--- src/rtl/pwrup_seq.sv ---
module pwrup_seq #(
  parameter int WAKE_DLY   = 655,
  parameter int SETTLE_DLY = 6554,
  parameter int FLASH_DLY  = 16,
  parameter int HOLD_DLY   = 655,
  parameter int WDOG_DLY   = 32768,
  parameter int NRAIL      = 4
) (
  input  logic             clk,
  input  logic             rst_n,
  input  logic             pwr_key_n,
  input  logic             chg_det,
  input  logic             bat_ins,
  input  logic             rtc_alarm,
  input  logic             bat_ok,
  input  logic             sleep_req,
  output logic             flash_en,
  output logic [NRAIL-1:0] rail_en,
  output logic             osc_en,
  output logic             sys_rst_n,
  output logic             wdog_run,
  output logic             active
);

  localparam int MAX_AB = (WAKE_DLY > SETTLE_DLY) ? WAKE_DLY : SETTLE_DLY;
  localparam int MAX_CD = (FLASH_DLY > HOLD_DLY) ? FLASH_DLY : HOLD_DLY;
  localparam int MAXD   = (MAX_AB > MAX_CD) ? MAX_AB : MAX_CD;
  localparam int CW     = $clog2(MAXD + 1);
  localparam int WW     = $clog2(WDOG_DLY + 1);

  typedef enum logic [2:0] {
    S_OFF, S_WAKE, S_SETTLE, S_FLASH, S_HOLD, S_ON
  } st_t;

  st_t         st;
  logic [CW-1:0] cnt;
  logic [WW-1:0] wd_cnt;
  logic        key_q, chg_q, bat_q;

  wire wake_evt = (key_q & ~pwr_key_n) | (~chg_q & chg_det) |
                  (~bat_q & bat_ins) | rtc_alarm;
  wire tick     = (cnt == '0);
  wire release_now = (st == S_HOLD) && tick;
  wire wd_exp   = wdog_run && (wd_cnt == '0);

  always_ff @(posedge clk) begin
    if (!rst_n) begin
      st       <= S_OFF;
      cnt      <= '0;
      wd_cnt   <= '0;
      wdog_run <= 1'b0;
      key_q    <= 1'b1;
      chg_q    <= 1'b0;
      bat_q    <= 1'b0;
    end else begin
      key_q <= pwr_key_n;
      chg_q <= chg_det;
      bat_q <= bat_ins;
      if (!tick) cnt <= cnt - 1'b1;
      if (wdog_run && wd_cnt != '0) wd_cnt <= wd_cnt - 1'b1;
      case (st)
        S_OFF:
          if (wake_evt) begin
            st  <= S_WAKE;
            cnt <= CW'(WAKE_DLY - 1);
          end
        S_WAKE:
          if (tick) begin
            if (bat_ok) begin
              st       <= S_SETTLE;
              cnt      <= CW'(SETTLE_DLY - 1);
              wdog_run <= 1'b1;
              wd_cnt   <= WW'(WDOG_DLY - 1);
            end else begin
              st <= S_OFF;
            end
          end
        S_SETTLE:
          if (tick) begin
            st  <= S_FLASH;
            cnt <= CW'(FLASH_DLY - 1);
          end
        S_FLASH:
          if (tick) begin
            st  <= S_HOLD;
            cnt <= CW'(HOLD_DLY - 1);
          end
        S_HOLD:
          if (tick) begin
            st       <= S_ON;
            wdog_run <= 1'b0;
          end
        default: ;
      endcase
      if (wd_exp && !release_now) begin
        st       <= S_OFF;
        wdog_run <= 1'b0;
      end
    end
  end

  wire in_reset_phase = (st == S_SETTLE) || (st == S_FLASH) || (st == S_HOLD);

  assign flash_en  = (st == S_FLASH) || (st == S_HOLD) || (st == S_ON);
  assign rail_en   = ((st == S_HOLD) || (st == S_ON)) ? {NRAIL{1'b1}} : '0;
  assign osc_en    = in_reset_phase || ((st == S_ON) && !sleep_req);
  assign sys_rst_n = (st == S_ON);
  assign active    = (st == S_ON);

  a_r1_quiet_wake: assert property (@(posedge clk) disable iff (!rst_n)
    (st == S_WAKE) |-> (!osc_en && !flash_en && !sys_rst_n && rail_en == '0));

  a_r2_wdog_with_osc: assert property (@(posedge clk) disable iff (!rst_n)
    $rose(wdog_run) |-> (osc_en && !flash_en));

  a_r3_flash_after_osc: assert property (@(posedge clk) disable iff (!rst_n)
    $rose(flash_en) |-> $past(osc_en));

  a_r4_rails_together: assert property (@(posedge clk) disable iff (!rst_n)
    (rail_en == '0) || (&rail_en));

  a_r6_osc_forced: assert property (@(posedge clk) disable iff (!rst_n)
    (wdog_run && !sys_rst_n) |-> osc_en);

  a_r7_abort: assert property (@(posedge clk) disable iff (!rst_n)
    (wdog_run && wd_cnt == '0 && st != S_HOLD) |=> (!flash_en && !osc_en && !wdog_run));

  a_r8_ack_on_release: assert property (@(posedge clk) disable iff (!rst_n)
    $rose(sys_rst_n) |-> (!wdog_run && $past(wdog_run)));

  a_r10_rail_needs_flash: assert property (@(posedge clk) disable iff (!rst_n)
    (rail_en != '0) |-> flash_en);

  a_r10_rst_needs_rails: assert property (@(posedge clk) disable iff (!rst_n)
    sys_rst_n |-> (&rail_en));

endmodule

--- config.mk ---
export PLATFORM = sky130hd
export DESIGN_NAME = pwrup_seq
export DESIGN_NICKNAME = d
export VERILOG_FILES = /design/src/rtl/pwrup_seq.sv
export SDC_FILE = /design/constraint.sdc
export NUM_CORES = 1
export LEC_CHECK = 0
export ABC_CLOCK_PERIOD_IN_PS = 2500
export BUFFER_PORTS_ARGS = -buffer_cell sky130_fd_sc_hd__buf_2
export CAP_MARGIN = 5
export CORE_MARGIN = 2
export CORE_UTILIZATION = 44
export DETAILED_ROUTE_END_ITERATION = 16
export GPL_ROUTABILITY_DRIVEN = 0
export HOLD_SLACK_MARGIN = 0.15
export SYNTH_ARGS = -nofsm -noshare
export SYNTH_HDL_FRONTEND = slang
export SYNTH_SLANG_ARGS = --single-unit
--- constraint.sdc ---
create_clock -name clk -period 2.5 [get_ports clk]
set_clock_uncertainty 0.1 [all_clocks]
set_input_delay 0.75 -clock clk [delete_from_list [all_inputs] [get_ports clk]]
set_output_delay 0.75 -clock clk [all_outputs]
set_load 0.005 [all_outputs]
==> Word-level counts from Yosys, hierarchy flattened <==
Index checks and enable logic that the tools add are counted.
W data, S select, Z words.
{ "word_totals": {"word_cells": 75, "in_bits": 8, "register_bits": 36, "out_inout_bits": 9} }
{ "op_classes": {"addsub": 2, "n_eq_ne": 11, "n_bitwise": 10, "mux": 23, "n_reduce_logical": 22} }
{ "ops": {"columns": ["op", "count"], "rows": [
  ["$mux W13", 6],
  ["$mux W16", 4],
  ["$pmux W13 S4", 1],
  ["$logic_not A16 Y1", 1],
  ["$reduce_bool A16 Y1", 1],
  ["$sub A16 B1 Y16 const B", 1],
  ["$mux W3", 5],
  ["$pmux W3 S5", 1],
  ["$logic_not A13 Y1", 1],
  ["$sub A13 B1 Y13 const B", 1],
  ["$ne A2 B2 Y1 const B", 6],
  ["$eq A3 B2 Y1 const B", 2],
  ["$eq A3 B3 Y1 const B", 2],
  ["$logic_or A1 B1 Y1", 6],
  ["$reduce_and A6 Y1", 1],
  ["$logic_and A1 B1 Y1", 5],
  ["$reduce_bool A5 Y1", 1],
  ["$mux W4", 1],
  ["$not A1 Y1", 4],
  ["$reduce_and A4 Y1", 1],
  ["$and A1 B1 Y1", 3],
  ["$eq A3 B1 Y1 const B", 1],
  ["$logic_not A3 Y1", 1],
  ["$mux W1", 3],
  ["6 further kinds", 9]
]} }

==> Depth between registers and ports, before layout <==
{ "logic_depth": {"word_depth": 7, "ltp_mapped": 12} }

==> Least setup slack after synthesis <==
No wires, ideal clock.
{ "synth_path": {"path_type": "register to register", "start": "register cnt[0]", "end": "register cnt[0]", "n_path_buf": 1, "required_ns": 2.280, "arrival_time_ns": 2.254, "path_slack_ns": 0.026, "setup_time_ns": 0.120, "path_stages_with_launch": 12, "path_cell_list": "dfxtp_1 -> inv_1 -> ha_1 -> or4b_1 -> buf_2 -> nor4_4 -> inv_2 -> ha_1 -> o211ai_1 -> o311ai_0 -> nand4_1 -> o31ai_1"} }
{ "synth_via": {"elab_chain_len": 5, "word_cells_on_any_way": 9, "cone_classes": "add/sub: 1; mux: 7; reduce/logical: 1"} }
{ "synth_rtl": {"columns": ["element", "line_no", "text"], "rows": [
  ["from (decl)", "36", "logic [CW-1:0] cnt;"],
  ["from (signal assigned)", "59", "if (!tick) cnt <= cnt - 1'b1;"],
  ["from (signal assigned)", "65", "cnt <= CW'(WAKE_DLY - 1);"],
  ["from (signal assigned)", "71", "cnt <= CW'(SETTLE_DLY - 1);"],
  ["$sub A13 B1 Y13 / $logic_not A13 Y1 (equally long branches)", "59, 42", null],
  ["$mux W13", "59", null],
  ["$mux W13", "69", "if (bat_ok) begin"],
  ["$mux W13", "68", "if (tick) begin"],
  ["$pmux W13 S4 (*)", "61", "case (st)"]
]} }
Mark *: on every way between the ends. The rest lies on a longest branch, timed or not.
A chain may end at the register's enable or synchronous reset.

==> Worst setup path in the final report <==
{ "layout_path": {"start": "register cnt[1]", "end": "register cnt[0]"} }
{ "layout_via": {"elab_chain_len": 5, "word_cells_on_any_way": 8, "cone_classes": "mux: 7; reduce/logical: 1"} }
{ "layout_rtl": {"columns": ["element", "line_no", "text"], "rows": [
  ["$logic_not A13 Y1 (*)", "42", "wire tick = (cnt == '0);"],
  ["$mux W13", "59", null],
  ["$mux W13", "69", null],
  ["$mux W13", "68", null],
  ["$pmux W13 S4 (*)", "61", null]
]} }
Marked as above.

==> results.sh <==
export IMPL_cts_root_buf="clkbuf_8"
export IMPL_drive_gt1_share_pct=20.8
export IMPL_cts_tree="yes"
export IMPL_die_area_mm2=0.00527
export IMPL_cts_hold_repair_buffers=0
export IMPL_final_max_slew_viol_count=0
export IMPL_reg2reg_depth=10
export IMPL_first_pass_iters=4
export IMPL_antennaDiodeCount=0
export IMPL_synth_top_area_cell="dfxtp_1"
export IMPL_grt_pass1_vias=1673
export IMPL_drc=0
export IMPL_r2r_start="cnt[1]"
export IMPL_cp_common_cell="o211ai_1"
export IMPL_cts_sinks=36
export IMPL_fillCellCount=426
export IMPL_synth_ff_type="dfxtp_1"
export IMPL_synth_distinct_cells=57
export IMPL_rsz0062_at_grt="no"
export IMPL_core_mm2=0.00444
export IMPL_multi_input_area_mm2=0.00126
export IMPL_htree_levels=2
export IMPL_hold_path_endpoint="cnt[5]"
export IMPL_synth_seq_cells=36
export IMPL_synth_edf_count=0
export IMPL_timing_fmax_mhz=422
export IMPL_period_needed_ns=2.37
export IMPL_grt_remaining_overflow=0
export IMPL_grt_max_degree=23
export IMPL_syn_inst=249
export IMPL_instances_no_fill=331
export IMPL_final_antenna_net_count=0
export IMPL_synth_top_area_share_pct=34.8
export IMPL_yosys_warnings=0
export IMPL_leakage_nw=0.926
export IMPL_layout_nets=292
export IMPL_clock_latency_ns=0.29
export IMPL_vias=1849
export IMPL_hold_depth=2
export IMPL_antenna_found_initial=0
export IMPL_dp_hpwl_um=3340
export IMPL_async_flop_share_pct=0
export IMPL_worstPathRequired_ns=2.58
export IMPL_worst_pin_slew_ns=0.550
export IMPL_synth_area_leaders="dfxtp_1, a21oi_1, xnor2_1"
export IMPL_drt_wirelength_per_cell_um=14.1
export IMPL_dp_cells=320
export IMPL_timing_hold_ws_ns=0.418
export IMPL_r2r_end="cnt[0]"
export IMPL_hold_class="reg2reg"
export IMPL_row_count=24
export IMPL_setup_violations=0
export IMPL_status="finished clean"
export IMPL_numCtsBuffers=5
export IMPL_final_common_cell="dfxtp_1"
export IMPL_die_w_um=72.6
export IMPL_cp_cell_sequence="inv_1 > ha_4 > or4b_4 > nor4_4 > inv_2 > ha_1 > o211ai_1 > o211ai_1 > nand4_1 > o31ai_1"
export IMPL_syn_nets=263
export IMPL_r2r_slack_ns=0.13
export IMPL_drt_total_wl_um=4680
export IMPL_finalHoldViolations=0
export IMPL_tns_ns=0
export IMPL_cp_slowest_cell="or4b_4"
export IMPL_initial_core_util_pct=46.6
export IMPL_maxSlewHeadroom_pct=63.0
export IMPL_grt_pass1_wl_um=7960
export IMPL_die_height_um=72.6
export IMPL_final_util_pct=54.4
export IMPL_regArea_um2=722
export IMPL_drt_iter0_markers=161
export IMPL_synth_area_mm2=0.00207
export IMPL_io_buffers=16
export IMPL_start_kind="register"
export IMPL_seq_area_frac_synth_pct=34.8
export IMPL_critPathKind="reg2reg"
export IMPL_clk_pin_slew_worst_paths_ns=0.07
export IMPL_pin_count=17
export IMPL_clock_path_buffers=2
export IMPL_peakVddDrop_mv=0.336
export IMPL_cp_arrival_ns=2.44
export IMPL_mostFrequentLayoutCells="dfxtp_1, a21oi_1, nand2_1"
export IMPL_hold_start="cnt[5]"
export IMPL_grt_use_total_pct=19.3
export IMPL_crit_path_max_incr_delay_ns=0.48
export IMPL_finalCritPeriodShare_pct=94.8
export IMPL_cp_end_kind="register"
export IMPL_syn_avg_cell_area_um2=8.31
export IMPL_worstPathMaxFanout=4
export IMPL_cap_viol_max_count=0
export IMPL_p_per_area_mw_per_mm2=675
export IMPL_vias_per_cell=5.59
export IMPL_layout_area_overhead_vs_synth_pct=16.9
## worst max path at each step
stage	startpoint	end	slack, ns
2_1_floorplan	cnt[0]	cnt[0]	0.03
5_1_grt	cnt[1]	cnt[0]	0.009
3_5_place_dp	cnt[0]	cnt[0]	0.12
4_1_cts	cnt[0]	cnt[0]	0.09
6_report	cnt[1]	cnt[0]	0.13
3_3_place_gp	cnt[0]	cnt[0]	0.15
## synth_stat cells (2+ instances only)
cell type  count
dfxtp_1       36
a21oi_1       26
nand2_1       21
nor2_1        20
xnor2_1       14
nor3_1        13
inv_1          9
nor4_1         7
ha_1           6
nand3_1        6
clkbuf_1       5
o21a_1         5
o21ai_0        5
buf_4          4
mux2i_1        4
nand4_1        4
nor2b_1        4
nor4b_1        4
or3_1          4
and2_1         3
buf_2          3
nor3b_1        3
o211ai_1       3
o31ai_1        3
a31oi_1        2
buf_1          2
nand2b_1       2
nor4_4         2
## registers in the layout, indices dropped and copies added, names as in the netlist
| signal | cells |
|---|---|
| bat_q | 1 |
| wd_cnt | 16 |
| st | 3 |
| key_q | 1 |
| chg_q | 1 |
| wdog_run | 1 |
| cnt | 13 |
## worst max-delay path, delay by kind of cell (launching register included)
kind	cells	cell delay, ns
fa+ha+maj	2	0.32
flops	1	0.34
simple gates	3	0.89
compound gates	3	0.42
buf+inv	2	0.19
## metal layers
| metal | share of wire (%) | vias to the layer above | GRT usage (%) |
|---|---|---|---|
| met1 | 52 | 845 | 27.8 |
| met2 | 43 | 40 | 28.3 |
| met3 | 4.8 | 2 | 4.28 |
| met5 | 0 | - | 0 |
| li1 | - | 962 | - |
| met4 | 0.62 | 0 | 7.00 |
## stage by stage
step	power (mW)	area, um2	setup slack, ns
4_1_cts	1.63	2380	0.0866
6_report	1.63	2420	0.131
3_5_place_dp	1.11	2270	0.118
5_1_grt	1.73	2420	0.00905
2_1_floorplan	0.988	2070	0.0260
3_3_place_gp	1.12	2270	0.152
## cells by family (layout without fill, tap and decap cells)
group                    count (synthesis)  count (layout)  share of synthesized area, %
adder cells (fa/ha/maj)                  6               6                          3.63
flip-flops                              36              36                          34.8
multiplexers                             5               5                          2.48
AO/OA/AOI/OAI                           58              58                          18.1
XOR/XNOR                                15              15                          6.35
buffers and inverters                   24              54                          5.26
AND/OR/NAND/NOR                        105             105                          29.4
## cell type report
cell class,instances,share of cell area (%)
Clock buffer,6,3.00
Clock inverter,2,1.45
Inverter,10,1.55
Multi-Input combinational cell,189,51.9
Sequential cell,36,29.8
Tap cell,52,2.69
Timing Repair Buffer,36,9.52
## timing repair
action / CTS / global route
setup endpoints to repair: 0 / 2
buffers inserted: 0 / 3
resized for setup: 0 / 6
## power by group
group          internal, mW  leakage, nW  switching, mW
clock network         0.296       0.0552          0.206
logic                 0.210        0.577          0.258
registers             0.612        0.294         0.0496
Note: power is estimated with default switching activity, not from simulation.
